--- config.mk ---
export PLATFORM = sky130hd
export DESIGN_NAME = opalu_top
export DESIGN_NICKNAME = d
export VERILOG_FILES = /design/src/rtl/opalu_pkg.sv /design/src/rtl/opalu_core.sv /design/src/rtl/opalu_skip.sv /design/src/rtl/opalu_regfile.sv /design/src/rtl/opalu_top.sv
export SDC_FILE = /design/constraint.sdc
export NUM_CORES = 1
export LEC_CHECK = 0
export BUFFER_PORTS_ARGS = -buffer_cell sky130_fd_sc_hd__clkbuf_2
export CORE_MARGIN = 4
export CORE_UTILIZATION = 38
export CTS_BUF_LIST = sky130_fd_sc_hd__clkbuf_8
export CTS_CLUSTER_SIZE = 10
export DETAILED_ROUTE_END_ITERATION = 7
export GPL_TIMING_DRIVEN = 0
export HOLD_SLACK_MARGIN = 0.06
export PLACE_DENSITY = 0.68
export SETUP_SLACK_MARGIN = 0.02
export SLEW_MARGIN = 5
export SYNTH_ARGS = -nofsm -noshare
export SYNTH_HDL_FRONTEND = slang
export SYNTH_SLANG_ARGS = --single-unit
export TNS_END_PERCENT = 5
--- constraint.sdc ---
create_clock -name clk_i -period 6.6 [get_ports clk_i]
set_clock_uncertainty 0.2 [all_clocks]
set_input_delay 1.32 -clock clk_i [delete_from_list [all_inputs] [get_ports clk_i]]
set_output_delay 1.32 -clock clk_i [all_outputs]
set_load 0.01 [all_outputs]
--- src/rtl/opalu_pkg.sv ---
package opalu_pkg;

  typedef enum logic [2:0] {
    FN_COM, FN_NEG, FN_MOV, FN_INC, FN_ADC, FN_SUB, FN_ADD, FN_AND
  } fn_e;

  typedef enum logic [1:0] {
    SH_NONE, SH_ROL, SH_ROR, SH_SWAP
  } sh_e;

  typedef enum logic [1:0] {
    CY_KEEP, CY_ZERO, CY_ONE, CY_FLIP
  } cy_e;

  typedef enum logic [2:0] {
    SK_NEVER, SK_ALWAYS, SK_CZ, SK_CNZ, SK_RZ, SK_RNZ, SK_CZ_OR_RZ, SK_C_AND_RNZ
  } sk_e;

  // low 11 bits of the instruction, most significant field first
  typedef struct packed {
    fn_e  fn;
    sh_e  sh;
    cy_e  cy;
    logic noload;
    sk_e  sk;
  } ctl_t;

  localparam int CTL_W = $bits(ctl_t);

endpackage

--- src/rtl/opalu_core.sv ---
module opalu_core
  import opalu_pkg::*;
#(
  parameter int W = 16
) (
  input  logic [W-1:0] src_i,
  input  logic [W-1:0] dst_i,
  input  logic         carry_i,
  input  ctl_t         ctl_i,
  output logic [W:0]   res_o
);

  localparam int H = W / 2;
  localparam logic [W:0] ONE = {{W{1'b0}}, 1'b1};

  logic       base_c;
  logic [W:0] s_ext;
  logic [W:0] n_ext;
  logic [W:0] d_ext;
  logic [W:0] fn_val;

  always_comb begin
    unique case (ctl_i.cy)
      CY_KEEP: base_c = carry_i;
      CY_ZERO: base_c = 1'b0;
      CY_ONE:  base_c = 1'b1;
      default: base_c = ~carry_i;
    endcase
  end

  assign s_ext = {base_c, src_i};
  assign n_ext = {base_c, ~src_i};
  assign d_ext = {1'b0, dst_i};

  always_comb begin
    unique case (ctl_i.fn)
      FN_COM:  fn_val = n_ext;
      FN_NEG:  fn_val = n_ext + ONE;
      FN_MOV:  fn_val = s_ext;
      FN_INC:  fn_val = s_ext + ONE;
      FN_ADC:  fn_val = n_ext + d_ext;
      FN_SUB:  fn_val = n_ext + d_ext + ONE;
      FN_ADD:  fn_val = s_ext + d_ext;
      default: fn_val = {base_c, src_i & dst_i};
    endcase
  end

  always_comb begin
    unique case (ctl_i.sh)
      SH_ROL:  res_o = {fn_val[W-1:0], fn_val[W]};
      SH_ROR:  res_o = {fn_val[0], fn_val[W:1]};
      SH_SWAP: res_o = {fn_val[W], fn_val[H-1:0], fn_val[W-1:H]};
      default: res_o = fn_val;
    endcase
  end

endmodule

--- src/rtl/opalu_skip.sv ---
module opalu_skip
  import opalu_pkg::*;
#(
  parameter int W = 16
) (
  input  logic [W:0] res_i,
  input  sk_e        sk_i,
  output logic       hit_o
);

  logic c_bit;
  logic z_bit;

  assign c_bit = res_i[W];
  assign z_bit = ~|res_i[W-1:0];

  always_comb begin
    unique case (sk_i)
      SK_NEVER:    hit_o = 1'b0;
      SK_ALWAYS:   hit_o = 1'b1;
      SK_CZ:       hit_o = ~c_bit;
      SK_CNZ:      hit_o = c_bit;
      SK_RZ:       hit_o = z_bit;
      SK_RNZ:      hit_o = ~z_bit;
      SK_CZ_OR_RZ: hit_o = ~c_bit | z_bit;
      default:     hit_o = c_bit & ~z_bit;
    endcase
  end

endmodule

--- src/rtl/opalu_regfile.sv ---
module opalu_regfile #(
  parameter int W = 16,
  parameter int N = 4
) (
  input  logic              clk_i,
  input  logic              rst_n_i,
  input  logic              wr_en_i,
  input  logic [$clog2(N)-1:0] wr_sel_i,
  input  logic [W-1:0]      wr_data_i,
  input  logic              c_wr_en_i,
  input  logic              c_wr_data_i,
  input  logic              ld_en_i,
  input  logic [$clog2(N)-1:0] ld_sel_i,
  input  logic [W-1:0]      ld_data_i,
  output logic [N*W-1:0]    acc_flat_o,
  output logic              carry_o
);

  localparam int SW = $clog2(N);

  logic         carry_q;

  for (genvar i = 0; i < N; i++) begin : g_acc
    logic [W-1:0] acc_q;
    logic [W-1:0] acc_d;
    logic         acc_en;

    always_comb begin
      acc_en = 1'b0;
      acc_d  = acc_q;
      if (wr_en_i && (wr_sel_i == SW'(i))) begin
        acc_en = 1'b1;
        acc_d  = wr_data_i;
      end else if (ld_en_i && (ld_sel_i == SW'(i))) begin
        acc_en = 1'b1;
        acc_d  = ld_data_i;
      end
    end

    always_ff @(posedge clk_i or negedge rst_n_i) begin
      if (!rst_n_i) begin
        acc_q <= '0;
      end else if (acc_en) begin
        acc_q <= acc_d;
      end
    end

    assign acc_flat_o[i*W +: W] = acc_q;
  end

  always_ff @(posedge clk_i or negedge rst_n_i) begin
    if (!rst_n_i) begin
      carry_q <= 1'b0;
    end else if (c_wr_en_i) begin
      carry_q <= c_wr_data_i;
    end
  end

  assign carry_o = carry_q;

endmodule

--- src/rtl/opalu_top.sv ---
module opalu_top
  import opalu_pkg::*;
#(
  parameter int DATA_W  = 16,
  parameter int NUM_ACC = 4,
  localparam int SEL_W   = $clog2(NUM_ACC),
  localparam int INSTR_W = 2 * SEL_W + CTL_W
) (
  input  logic                      clk_i,
  input  logic                      rst_n_i,
  input  logic                      exec_i,
  input  logic [INSTR_W-1:0]        instr_i,
  input  logic                      ld_en_i,
  input  logic [SEL_W-1:0]          ld_sel_i,
  input  logic [DATA_W-1:0]         ld_data_i,
  output logic                      wb_acc_en_o,
  output logic [SEL_W-1:0]          wb_sel_o,
  output logic [DATA_W-1:0]         wb_data_o,
  output logic                      wb_carry_en_o,
  output logic                      wb_carry_o,
  output logic                      skip_o,
  output logic [NUM_ACC*DATA_W-1:0] acc_flat_o,
  output logic                      carry_o
);

  logic [1:0]        rst_sync_q;
  logic              rst_q;
  ctl_t              ctl;
  logic [SEL_W-1:0]  src_sel;
  logic [SEL_W-1:0]  dst_sel;
  logic [DATA_W-1:0] src_val;
  logic [DATA_W-1:0] dst_val;
  logic [DATA_W:0]   res;
  logic              hit;
  logic              commit;

  // assert asynchronously, release on the second clock edge
  always_ff @(posedge clk_i or negedge rst_n_i) begin
    if (!rst_n_i) begin
      rst_sync_q <= 2'b00;
    end else begin
      rst_sync_q <= {rst_sync_q[0], 1'b1};
    end
  end
  assign rst_q = rst_sync_q[1];

  assign ctl     = ctl_t'(instr_i[CTL_W-1:0]);
  assign src_sel = instr_i[INSTR_W-1 -: SEL_W];
  assign dst_sel = instr_i[INSTR_W-SEL_W-1 -: SEL_W];
  assign src_val = acc_flat_o[src_sel*DATA_W +: DATA_W];
  assign dst_val = acc_flat_o[dst_sel*DATA_W +: DATA_W];

  opalu_core #(.W(DATA_W)) core_i (
    .src_i   (src_val),
    .dst_i   (dst_val),
    .carry_i (carry_o),
    .ctl_i   (ctl),
    .res_o   (res)
  );

  opalu_skip #(.W(DATA_W)) skip_i (
    .res_i (res),
    .sk_i  (ctl.sk),
    .hit_o (hit)
  );

  assign commit        = exec_i & ~ctl.noload;
  assign wb_acc_en_o   = commit;
  assign wb_carry_en_o = commit;
  assign wb_sel_o      = dst_sel;
  assign wb_data_o     = res[DATA_W-1:0];
  assign wb_carry_o    = res[DATA_W];
  assign skip_o        = exec_i & hit;

  opalu_regfile #(.W(DATA_W), .N(NUM_ACC)) rf_i (
    .clk_i       (clk_i),
    .rst_n_i     (rst_q),
    .wr_en_i     (commit),
    .wr_sel_i    (dst_sel),
    .wr_data_i   (res[DATA_W-1:0]),
    .c_wr_en_i   (commit),
    .c_wr_data_i (res[DATA_W]),
    .ld_en_i     (ld_en_i & ~exec_i),
    .ld_sel_i    (ld_sel_i),
    .ld_data_i   (ld_data_i),
    .acc_flat_o  (acc_flat_o),
    .carry_o     (carry_o)
  );

endmodule

Word-level counts from Yosys, hierarchy flattened
Index checks and enable logic that the tools add are counted.
{ "totals": {"regBits": 67, "latch_bits": 0, "mem_bits_rw": 0, "romBits": 0, "inputBits": 37, "out_inout_bits": 87, "word_cells": 90, "memories": 0} }
{ "op_classes": {"n_addsub": 5, "multipliers": 0, "div": 0, "n_lt_le_gt_ge": 0, "eq_ne": 23, "shifts": 2, "mux": 20, "bitwise_logic": 11, "n_reduce_logical": 23} }
{ "ops": {"columns": ["op", "n"], "rows": [
  ["$mux W16", 8],
  ["$shiftx A64 B7 Y16", 2],
  ["$pmux W17 S7", 1],
  ["$add A17 B1 Y17 const B", 3],
  ["$pmux W17 S3", 1],
  ["$add A17 B16 Y17", 2],
  ["$eq A3 B3 Y1 const B", 6],
  ["$and A16 B16 Y16", 1],
  ["$not A16 Y16", 1],
  ["$reduce_or A16 Y1", 1],
  ["$eq A2 B2 Y1 const B", 7],
  ["$eq A3 B2 Y1 const B", 4],
  ["$eq A2 B1 Y1 const B", 4],
  ["$logic_and A1 B1 Y1", 8],
  ["$mux W1", 8],
  ["$reduce_and A2 Y1", 4],
  ["$reduce_bool A2 Y1", 4],
  ["$pmux W1 S7", 1],
  ["$eq A3 B1 Y1 const B", 2],
  ["$logic_not A2 Y1", 3],
  ["$logic_not A3 Y1", 2],
  ["$and A1 B1 Y1", 4],
  ["$not A1 Y1", 4],
  ["$pmux W1 S3", 1],
  ["other kinds (2)", 2]
]} }

Logic depth before layout (Yosys ltp)
Gate-level depths: netlist of run 1.
{ "depth": {"ltp_word": 11, "depth_mapped": 21} }

By module
Synthesis of run 1 repeated with hierarchy kept, for this count alone.
{ "hier_totals": {"hier_cells": 1031, "area_unflattened_um2": 8126.5} }
{ "by_module_without_submodules": {"columns": ["mod", "n_inst", "cells_per_inst", "area_per_inst_um2", "seq_area_each_um2"], "rows": [
  ["opalu_core", 1, 611, 4098.9, 0.0],
  ["opalu_regfile", 1, 362, 3015.4, 1626.6],
  ["opalu_top", 1, 49, 943.4, 50.0],
  ["opalu_skip", 1, 9, 68.8, 0.0]
]} }

Worst setup path after synthesis of run 1
No wires, ideal clock.
{ "synth_path": {"kind": "in2out", "start": "input instr_i[11]", "end": "output skip_o", "arrival_time_ps": 5651, "t_required_ps": 5080, "slack_ps": -571, "cell_stages": 17, "cell_sequence": "buf_1 mux4_2 ha_1 a211o_1 a41oi_2 a2bb2oi_1 o311a_1 and2_0 clkbuf_1 and4_4 a211o_2 nand4_1 nand3_1 o21ai_1 and4b_1 a21oi_1 mux2i_1"} }
{ "synth_between": {"elab_chain_cells": 10, "elab_cells_between_ends": 14, "classes_between": "add/sub: 3; shift: 1; mux: 3; bitwise: 5; reduce/logical: 2"} }
{ "synth_rtl": {"columns": ["item", "line", "rtl"], "rows": [
  ["start, declared", "opalu_top.sv:12", "input logic [INSTR_W-1:0] instr_i,"],
  ["$shiftx A64 B7 Y16 *", "opalu_top.sv:51", "assign dst_val = acc_flat_o[dst_sel*DATA_W +: DATA_W];"],
  ["$add A17 B16 Y17", "opalu_core.sv:41, opalu_core.sv:42", null],
  ["$add A17 B1 Y17", "opalu_core.sv:42", "FN_SUB: fn_val = n_ext + d_ext + ONE;"],
  ["$pmux W17 S7 *", "opalu_core.sv:36", "unique case (ctl_i.fn)"],
  ["$pmux W17 S3 *", "opalu_core.sv:49", "unique case (ctl_i.sh)"],
  ["named net wb_data_o[15]", "opalu_top.sv:18", "output logic [DATA_W-1:0] wb_data_o,"],
  ["$reduce_or A16 Y1 *", "opalu_skip.sv:15", "assign z_bit = ~|res_i[W-1:0];"],
  ["$logic_not A1 Y1", "opalu_skip.sv:15", null],
  ["$or A1 B1 Y1", "opalu_skip.sv:25", "SK_CZ_OR_RZ: hit_o = ~c_bit | z_bit;"],
  ["$pmux W1 S7 *", "opalu_skip.sv:18", "unique case (sk_i)"],
  ["$and A1 B1 Y1 *", "opalu_top.sv:73", "assign skip_o = exec_i & hit;"],
  ["end, declared", "opalu_top.sv:21", "output logic skip_o,"]
]} }
The timed path passes the listed nets; every way through them passes the cells marked *.

Worst setup path in the final report of run 1
{ "layout_path": {"start": "input instr_i[11]", "end": "output skip_o"} }
{ "layout_between": {"elab_chain_cells": 10, "elab_cells_between_ends": 14, "classes_between": "add/sub: 3; shift: 1; mux: 3; bitwise: 5; reduce/logical: 2"} }
{ "layout_rtl": {"columns": ["item", "line"], "rows": [
  ["$shiftx A64 B7 Y16 *", "opalu_top.sv:51"],
  ["$add A17 B16 Y17", "opalu_core.sv:41, opalu_core.sv:42"],
  ["$add A17 B1 Y17", "opalu_core.sv:42"],
  ["$pmux W17 S7 *", "opalu_core.sv:36"],
  ["$pmux W17 S3 *", "opalu_core.sv:49"],
  ["$reduce_or A16 Y1", "opalu_skip.sv:15"],
  ["$logic_not A1 Y1", "opalu_skip.sv:15"],
  ["$or A1 B1 Y1", "opalu_skip.sv:25"],
  ["$pmux W1 S7 *", "opalu_skip.sv:18"],
  ["$and A1 B1 Y1 *", "opalu_top.sv:73"]
]} }
Every way passes the cells marked *; elsewhere a longest branch is shown, timed or not.

==> run metrics, run 1 <==
largest net degree at the start of global routing 66; buffer and inverter count on the worst path 4; ys flop type dfrtp_1; most common cell after layout, fill and taps aside clkbuf_2; Max-Cap Viols 0; Skew-Pair Late Insertion Delay between 0.3 and 0.4 ns; Syn Inst Count 953; cell family with the largest share of critical-path delay compound AO/OA/AOI/OAI gates; final net count approximately 1200; CTS tree built; worst hold path type register to register; layout cells sized above 1 0.342; Die Width 152 um; Num CTS Buffers 9; first-pass GRT wire length between 50000 and 60000 um; Core ar. 0.0202 mm^2; Worst setup EP type primary output; initial antenna violation count 0; Final ANT Viol Nets 0; vias per std cell 6.66; final std cells w/o fill 1419; vias 9457; worst vdd ir 0.206 mV; DR DRC count 0; Slew @ Worst Pin just over 1 ns; FP Rows between 50 and 60; DR WL/cell 24.2 um; final RePlAce weighted congestion about 1.0; Max Freq roughly 0.14 GHz; grt ovf 0; Core Util, Final 0.519; post-route cell area 0.0105 mm^2; port bufs approximately 120; DRT Pass-1 Iters 8; Post-Place Worst Slack -1.86 ns; Area after DPL a little under 0.009 mm^2; Starting Density 0.387; most frequent cells in the layout 122 x clkbuf_2, 88 x o21ai_0, 84 x nand2_1, 66 x dfrtp_1; min Tclk post-route 7.37 ns; RSZ-0062 raised after global routing true; PwrDens roughly 360 mW/mm^2; syn_area_per_cell about 8.2 um^2; min setup slack post-route -0.769 ns; Crit Path Max Fanout 8; Placed Cells 1342; flops & latches, synth between 60 and 70; slowest CP cell mux4_2; Max Buffers Root-to-Sink 2; cell breakdown of the critical path clkbuf_16 -> buf_12 -> mux4_2 -> ha_2 -> or2_1 -> a41oi_4 -> a2bb2oi_4 -> o311a_1 -> and2_0 -> clkbuf_2 -> and4_4 -> a211oi_4 -> nand2_2 -> a32o_2 -> nand2b_4 -> nor4_4 -> a21oi_2 -> mux2i_1 -> buf_2; Ports 124; syn nets 1041; CTS root buf clkbuf_8; DP Wirelength around 25000 um; Synth async-reset ratio 1.00; die area 0.0230 mm^2; GR Util All Layers 0.285; CTS Sinks 67; detailed-route wire length around 34000 um; Critical Path AT 5.85 ns; area delta synth->final 34.0%; Max-Slew Margin vs Limit 0.302; Worst EP required 5.08 ns; CP max stage delay 0.57 ns; n_diodes 0; period utilization 1.12; failing checks setup timing; crit start category input pin; WHS 0.158 ns; Tot Pwr between 3 and 4 mW; vias in the first global route 8679; final hold violation count 0; leakage power 4.61 nW; number of setup violations in the final report 17; die height roughly 150 um; Max Slew Vio Count 0; Fin Setup TNS -4.61 ns; kind of critical path input pin to primary output; library cells used by synthesis 96; EDFF count, synth 0; Seq/Total Area, Yosys 0.214; Synth Warn # 0; cell area after synthesis 0.00783 mm^2; Max H-tree Level 3; Clock transition at path regs about 0.080 ns; DR iter-0 viols 1114; status finished, violations left
==> cells by family (layout without fill, tap and decap cells) <==
family | count (synthesis) | in the layout | synth area share
mux | 47 | 47 | 0.112
other cells | 1 | 1 | 0.000479
simple gates | 289 | 289 | 0.188
fa+ha+maj | 51 | 51 | 0.0834
buf+inv | 111 | 306 | 0.0569
flops | 67 | 67 | 0.214
compound gates | 366 | 367 | 0.322
xor+xnor | 21 | 21 | 0.0235
==> cells in the mapped netlist, types with 11 or more instances <==
library cell   n  area share
a21oi_1       56       0.036
inv_1         46       0.022
mux4_2        32       0.092
a31oi_1       19       0.015
a211oi_1      11       0.011
xnor2_1       13       0.015
nor2_1        68       0.033
o21ai_0       93       0.059
nor3_1        12      0.0077
dfrtp_1       67        0.21
a22oi_1       60       0.058
ha_1          49       0.078
and2_1        11      0.0088
and3_1        24       0.019
nand2_1       87       0.042
clkbuf_1      47       0.023
nand3_1       21       0.013
a21o_1        18       0.017
nand4_1       14       0.011
==> cell type report <==
cell class | instances | area [um^2]
multi-input combinational | 776 | 6550
clock inverter | 6 | 113
fill | 1829 | 9740
clock buffer | 10 | 138
tap | 270 | 338
timing repair buffer | 185 | 1130
buffer | 56 | 362
inverter | 49 | 190
sequential | 67 | 1680
==> final timing paths <==
path                            depth (start not counted)                             endpoint                                from  slack (ns)
max in group asynchronous                               0   rf_i.g_acc[0].acc_q[2]$_DFFE_PN0P_             rst_sync_q[1]$_DFF_PN0_        5.36
min in group asynchronous                               0  rf_i.g_acc[2].acc_q[10]$_DFFE_PN0P_             rst_sync_q[1]$_DFF_PN0_        0.24
worst max register to register                         19   rf_i.g_acc[0].acc_q[7]$_DFFE_PN0P_  rf_i.g_acc[3].acc_q[2]$_DFFE_PN0P_        1.88
worst min register to register                          0              rst_sync_q[1]$_DFF_PN0_             rst_sync_q[0]$_DFF_PN0_        0.16
worst min-delay path                                    0              rst_sync_q[1]$_DFF_PN0_             rst_sync_q[0]$_DFF_PN0_        0.16
worst max-delay path                                   19                               skip_o                         instr_i[11]       -0.77
==> registers in the layout, summed over array words and instances (netlist names) <==
signal            flops
rf_i.g_acc.acc_q     64
rst_sync_q            2
rf_i.carry_o          1
==> power breakdown <==
part | switching [mW] | leakage (nW) | internal [mW]
Sequential | 0.137 | 0.831 | 0.511
Combinational | 1.59 | 3.65 | 1.14
Clock | 0.176 | 0.126 | 0.262
==> routing by layer <==
metal / vias to the layer above / GRT usage / wire length (um)
li1: 4049 / - / -
met1: 4583 / 0.381 / 13600
met2: 694 / 0.444 / 15600
met3: 131 / 0.0541 / 3650
met4: 0 / 0.136 / 1580
met5: - / 0 / 0
==> timing repair <==
item,4_1_cts,5_1_grt
endpoints found under the hold margin,0,0
resized for setup,82,100
setup endpoints to repair,18,18
hold buffers,0,0
pin swaps,27,41
buffers inserted,33,33
cloned,0,1
Power figures use the tool's default switching activity.
==> inputs of run 2 (changes only) <==
--- a/config.mk
+++ b/config.mk
@@ -7,13 +7,14 @@
 export LEC_CHECK = 0
 export BUFFER_PORTS_ARGS = -buffer_cell sky130_fd_sc_hd__clkbuf_2
 export CORE_MARGIN = 4
-export CORE_UTILIZATION = 38
+export CORE_UTILIZATION = 25
 export CTS_BUF_LIST = sky130_fd_sc_hd__clkbuf_8
 export CTS_CLUSTER_SIZE = 10
 export DETAILED_ROUTE_END_ITERATION = 7
+export GPL_ROUTABILITY_DRIVEN = 0
 export GPL_TIMING_DRIVEN = 0
 export HOLD_SLACK_MARGIN = 0.06
-export PLACE_DENSITY = 0.68
+export PLACE_DENSITY = 0.43
 export SETUP_SLACK_MARGIN = 0.02
 export SLEW_MARGIN = 5
 export SYNTH_ARGS = -nofsm -noshare
==> run metrics, run 2 (synthesis results as in run 1) <==
die height 185 um (was 152 um); status finished, violations left (unchanged); Ports 124 (unchanged); DR iter-0 viols 797 (was 1114); PwrDens 347 mW/mm^2 (was 363 mW/mm^2); Fill cells 3333 (was 1829); most common cell after layout, fill and taps aside clkbuf_2 (unchanged); min Tclk post-route 7.41 ns (was 7.37 ns); Max Buffers Root-to-Sink 2 (unchanged); Crit Path Max Fanout 8 (unchanged); failing checks setup timing (unchanged); final hold violation count 0 (unchanged); global routing's busiest layer met2 (unchanged); Comb power frac 0.724 (was 0.715); Skew-Pair Late Insertion Delay 0.37 ns (was 0.36 ns); WHS 0.0976 ns (was 0.158 ns); first-pass GRT wire length 56300 um (was 50300 um); Core Util, Final 0.343 (was 0.519); Clock transition at path regs 0.08 ns (about the same); worst vdd ir 0.173 mV (was 0.206 mV); Largest Register rf_i.g_acc.acc_q (unchanged); GR Util All Layers 0.215 (was 0.285); met3 Usage GRT 0.0226 (was 0.0541); min setup slack post-route -0.806 ns (was -0.769 ns); Max H-tree Level 3 (unchanged); Num CTS Buffers 9 (unchanged); final net count 1225 (was 1232); Max-Slew Margin vs Limit 0.421 (was 0.302); vias per std cell 5.83 (was 6.66); DRT Pass-1 Iters 5 (was 8); layout cells sized above 1 0.329 (was 0.342); CTS Sinks 67 (unchanged); die area 0.0342 mm^2 (was 0.0230 mm^2); met2 Use GR 0.346 (was 0.444); max FFs per register 64 (unchanged); M1 GR Usage 0.302 (was 0.381); Core ar. 0.0307 mm^2 (was 0.0202 mm^2); Starting Density 0.255 (was 0.387); port bufs 119 (unchanged); DR DRC count 0 (unchanged); Worst setup EP type primary output (unchanged); clock share of power 0.101 (was 0.115); n_diodes 0 (unchanged); Max Slew Vio Count 0 (unchanged); Area after DPL 0.00906 mm^2 (was 0.00887 mm^2); Slew @ Worst Pin 0.869 ns (was 1.04 ns); worst hold path type register to asynchronous set/reset pin (was register to register); leakage power 4.56 nW (was 4.61 nW); Final ANT Viol Nets 0 (unchanged); kind of critical path input pin to primary output (unchanged); area occupied by multi-input gates 0.00645 mm^2 (was 0.00655 mm^2); largest net degree at the start of global routing 45 (was 66); Die Width 185 um (was 152 um); number of setup violations in the final report 18 (was 17); crit start category input pin (unchanged); area delta synth->final 34.9% (was 34.0%); Max Freq 0.135 GHz (was 0.136 GHz); CTS root buf clkbuf_8 (unchanged); Placed Cells 1469 (was 1342); Post-Place Worst Slack -2.14 ns (was -1.86 ns); most frequent cells in the layout 123 x clkbuf_2, 87 x o21ai_0, 85 x nand2_1, 66 x dfrtp_1, 64 x nor2_1 (was 122 x clkbuf_2, 88 x o21ai_0, 84 x nand2_1, 66 x dfrtp_1); post-route cell area 0.0106 mm^2 (was 0.0105 mm^2); FP Rows 64 (was 52); Tot Pwr 3.66 mW (was 3.81 mW); Critical Path AT 5.89 ns (was 5.85 ns); cell-internal power 1.80 mW (was 1.91 mW); part of the power in registers 0.175 (was 0.170); final std cells w/o fill 1537 (was 1419); grt ovf 0 (unchanged); DR WL/cell 24.6 um (was 24.2 um); Max-Cap Viols 0 (unchanged); Fin Setup TNS -5.07 ns (was -4.61 ns); Register Area 0.00168 mm^2 (unchanged); Switching Share 0.509 (was 0.499); vias in the first global route 8839 (was 8679); detailed-route wire length 37800 um (was 34400 um); Worst EP required 5.08 ns (about the same); DP Wirelength 28800 um (was 25200 um); Psw 1.86 mW (was 1.90 mW); initial antenna violation count 0 (unchanged); period utilization 1.12 (about the same); vias 8960 (was 9457); CTS tree built (unchanged); RSZ-0062 raised after global routing true (unchanged)
run 2: changes by cell type in the layout (fill, tap and decap cells not counted), moves of 3 or more:
cell,change
a21oi_2,+3
a21oi_4,-3
a221oi_1,-3
a221oi_2,+3
buf_4,-15
clkbuf_8,+3
ha_1,+3
nor2_2,+3
run 2: layout make-up:
class | count | area share
multi-input cells | 775 | 0.611
clock inverters | 3 | 0.00367
repair buffers | 178 | 0.110
plain buffers | 57 | 0.0358
flip-flops and latches | 67 | 0.159
well taps | 396 | 0.0469
clock buffers | 12 | 0.0156
inverters | 49 | 0.0179
run 2: power by group through the flow:
stage                     combinational, mW  clock [mW]  sequential (mW)
after detailed placement               2.11           0            0.647
after global routing                   2.84       0.385            0.655
after floorplan                        1.38           0            0.652
final                                  2.65       0.368            0.641
after CTS                              2.47       0.370            0.637
after global placement                 2.11           0            0.651
run 2: critical path, stage by stage:
cell and delay, ns:
clkbuf_16 0.12, bufbuf_16 0.26, mux4_2 0.62, ha_1 0.51, nand4_1 0.29, nor3_1 0.25
nand3_1 0.16, o2111ai_2 0.16, o21ai_1 0.22, or4b_1 0.52, mux2_4 0.32, a31oi_2 0.23
a32oi_4 0.09, and4b_1 0.24, a21oi_2 0.21, mux2i_1 0.20, buf_2 0.15
run 2: final timing paths:
kind | startpoint | endpoint | slack (ns) | depth (start not counted)
min | rst_sync_q[1]$_DFF_PN0_ | rf_i.g_acc[1].acc_q[8]$_DFFE_PN0P_ | 0.1 | 1
max reg2reg | rf_i.g_acc[3].acc_q[1]$_DFFE_PN0P_ | rf_i.g_acc[0].acc_q[5]$_DFFE_PN0P_ | 1.79 | 17
min in group clk_i | rst_sync_q[0]$_DFF_PN0_ | rst_sync_q[1]$_DFF_PN0_ | 0.15 | 0
max | instr_i[11] | skip_o | -0.81 | 17
max in group asynchronous | rst_sync_q[1]$_DFF_PN0_ | rf_i.g_acc[2].acc_q[12]$_DFFE_PN0P_ | 4.94 | 1
min reg2reg | rst_sync_q[1]$_DFF_PN0_ | rf_i.g_acc[1].acc_q[8]$_DFFE_PN0P_ | 0.1 | 1
run 2: per-layer routing:
layer | up-vias | share of wire | wire length (um)
li1 | 4029 | - | -
met1 | 4426 | 0.46 | 17300
met2 | 436 | 0.45 | 17100
met3 | 69 | 0.057 | 2140
met4 | 0 | 0.033 | 1230
met5 | - | 0 | 0
run 2: timing repair:
| action | CTS | global route |
|---|---|---|
| endpoints found under the hold margin | 15 | 0 |
| pin swaps | 34 | 31 |
| buffers inserted | 39 | 16 |
| hold buffers | 2 | 0 |
| endpoints found under the setup margin | 23 | 18 |
| cloned | 1 | 0 |
| gates resized for setup | 118 | 57 |
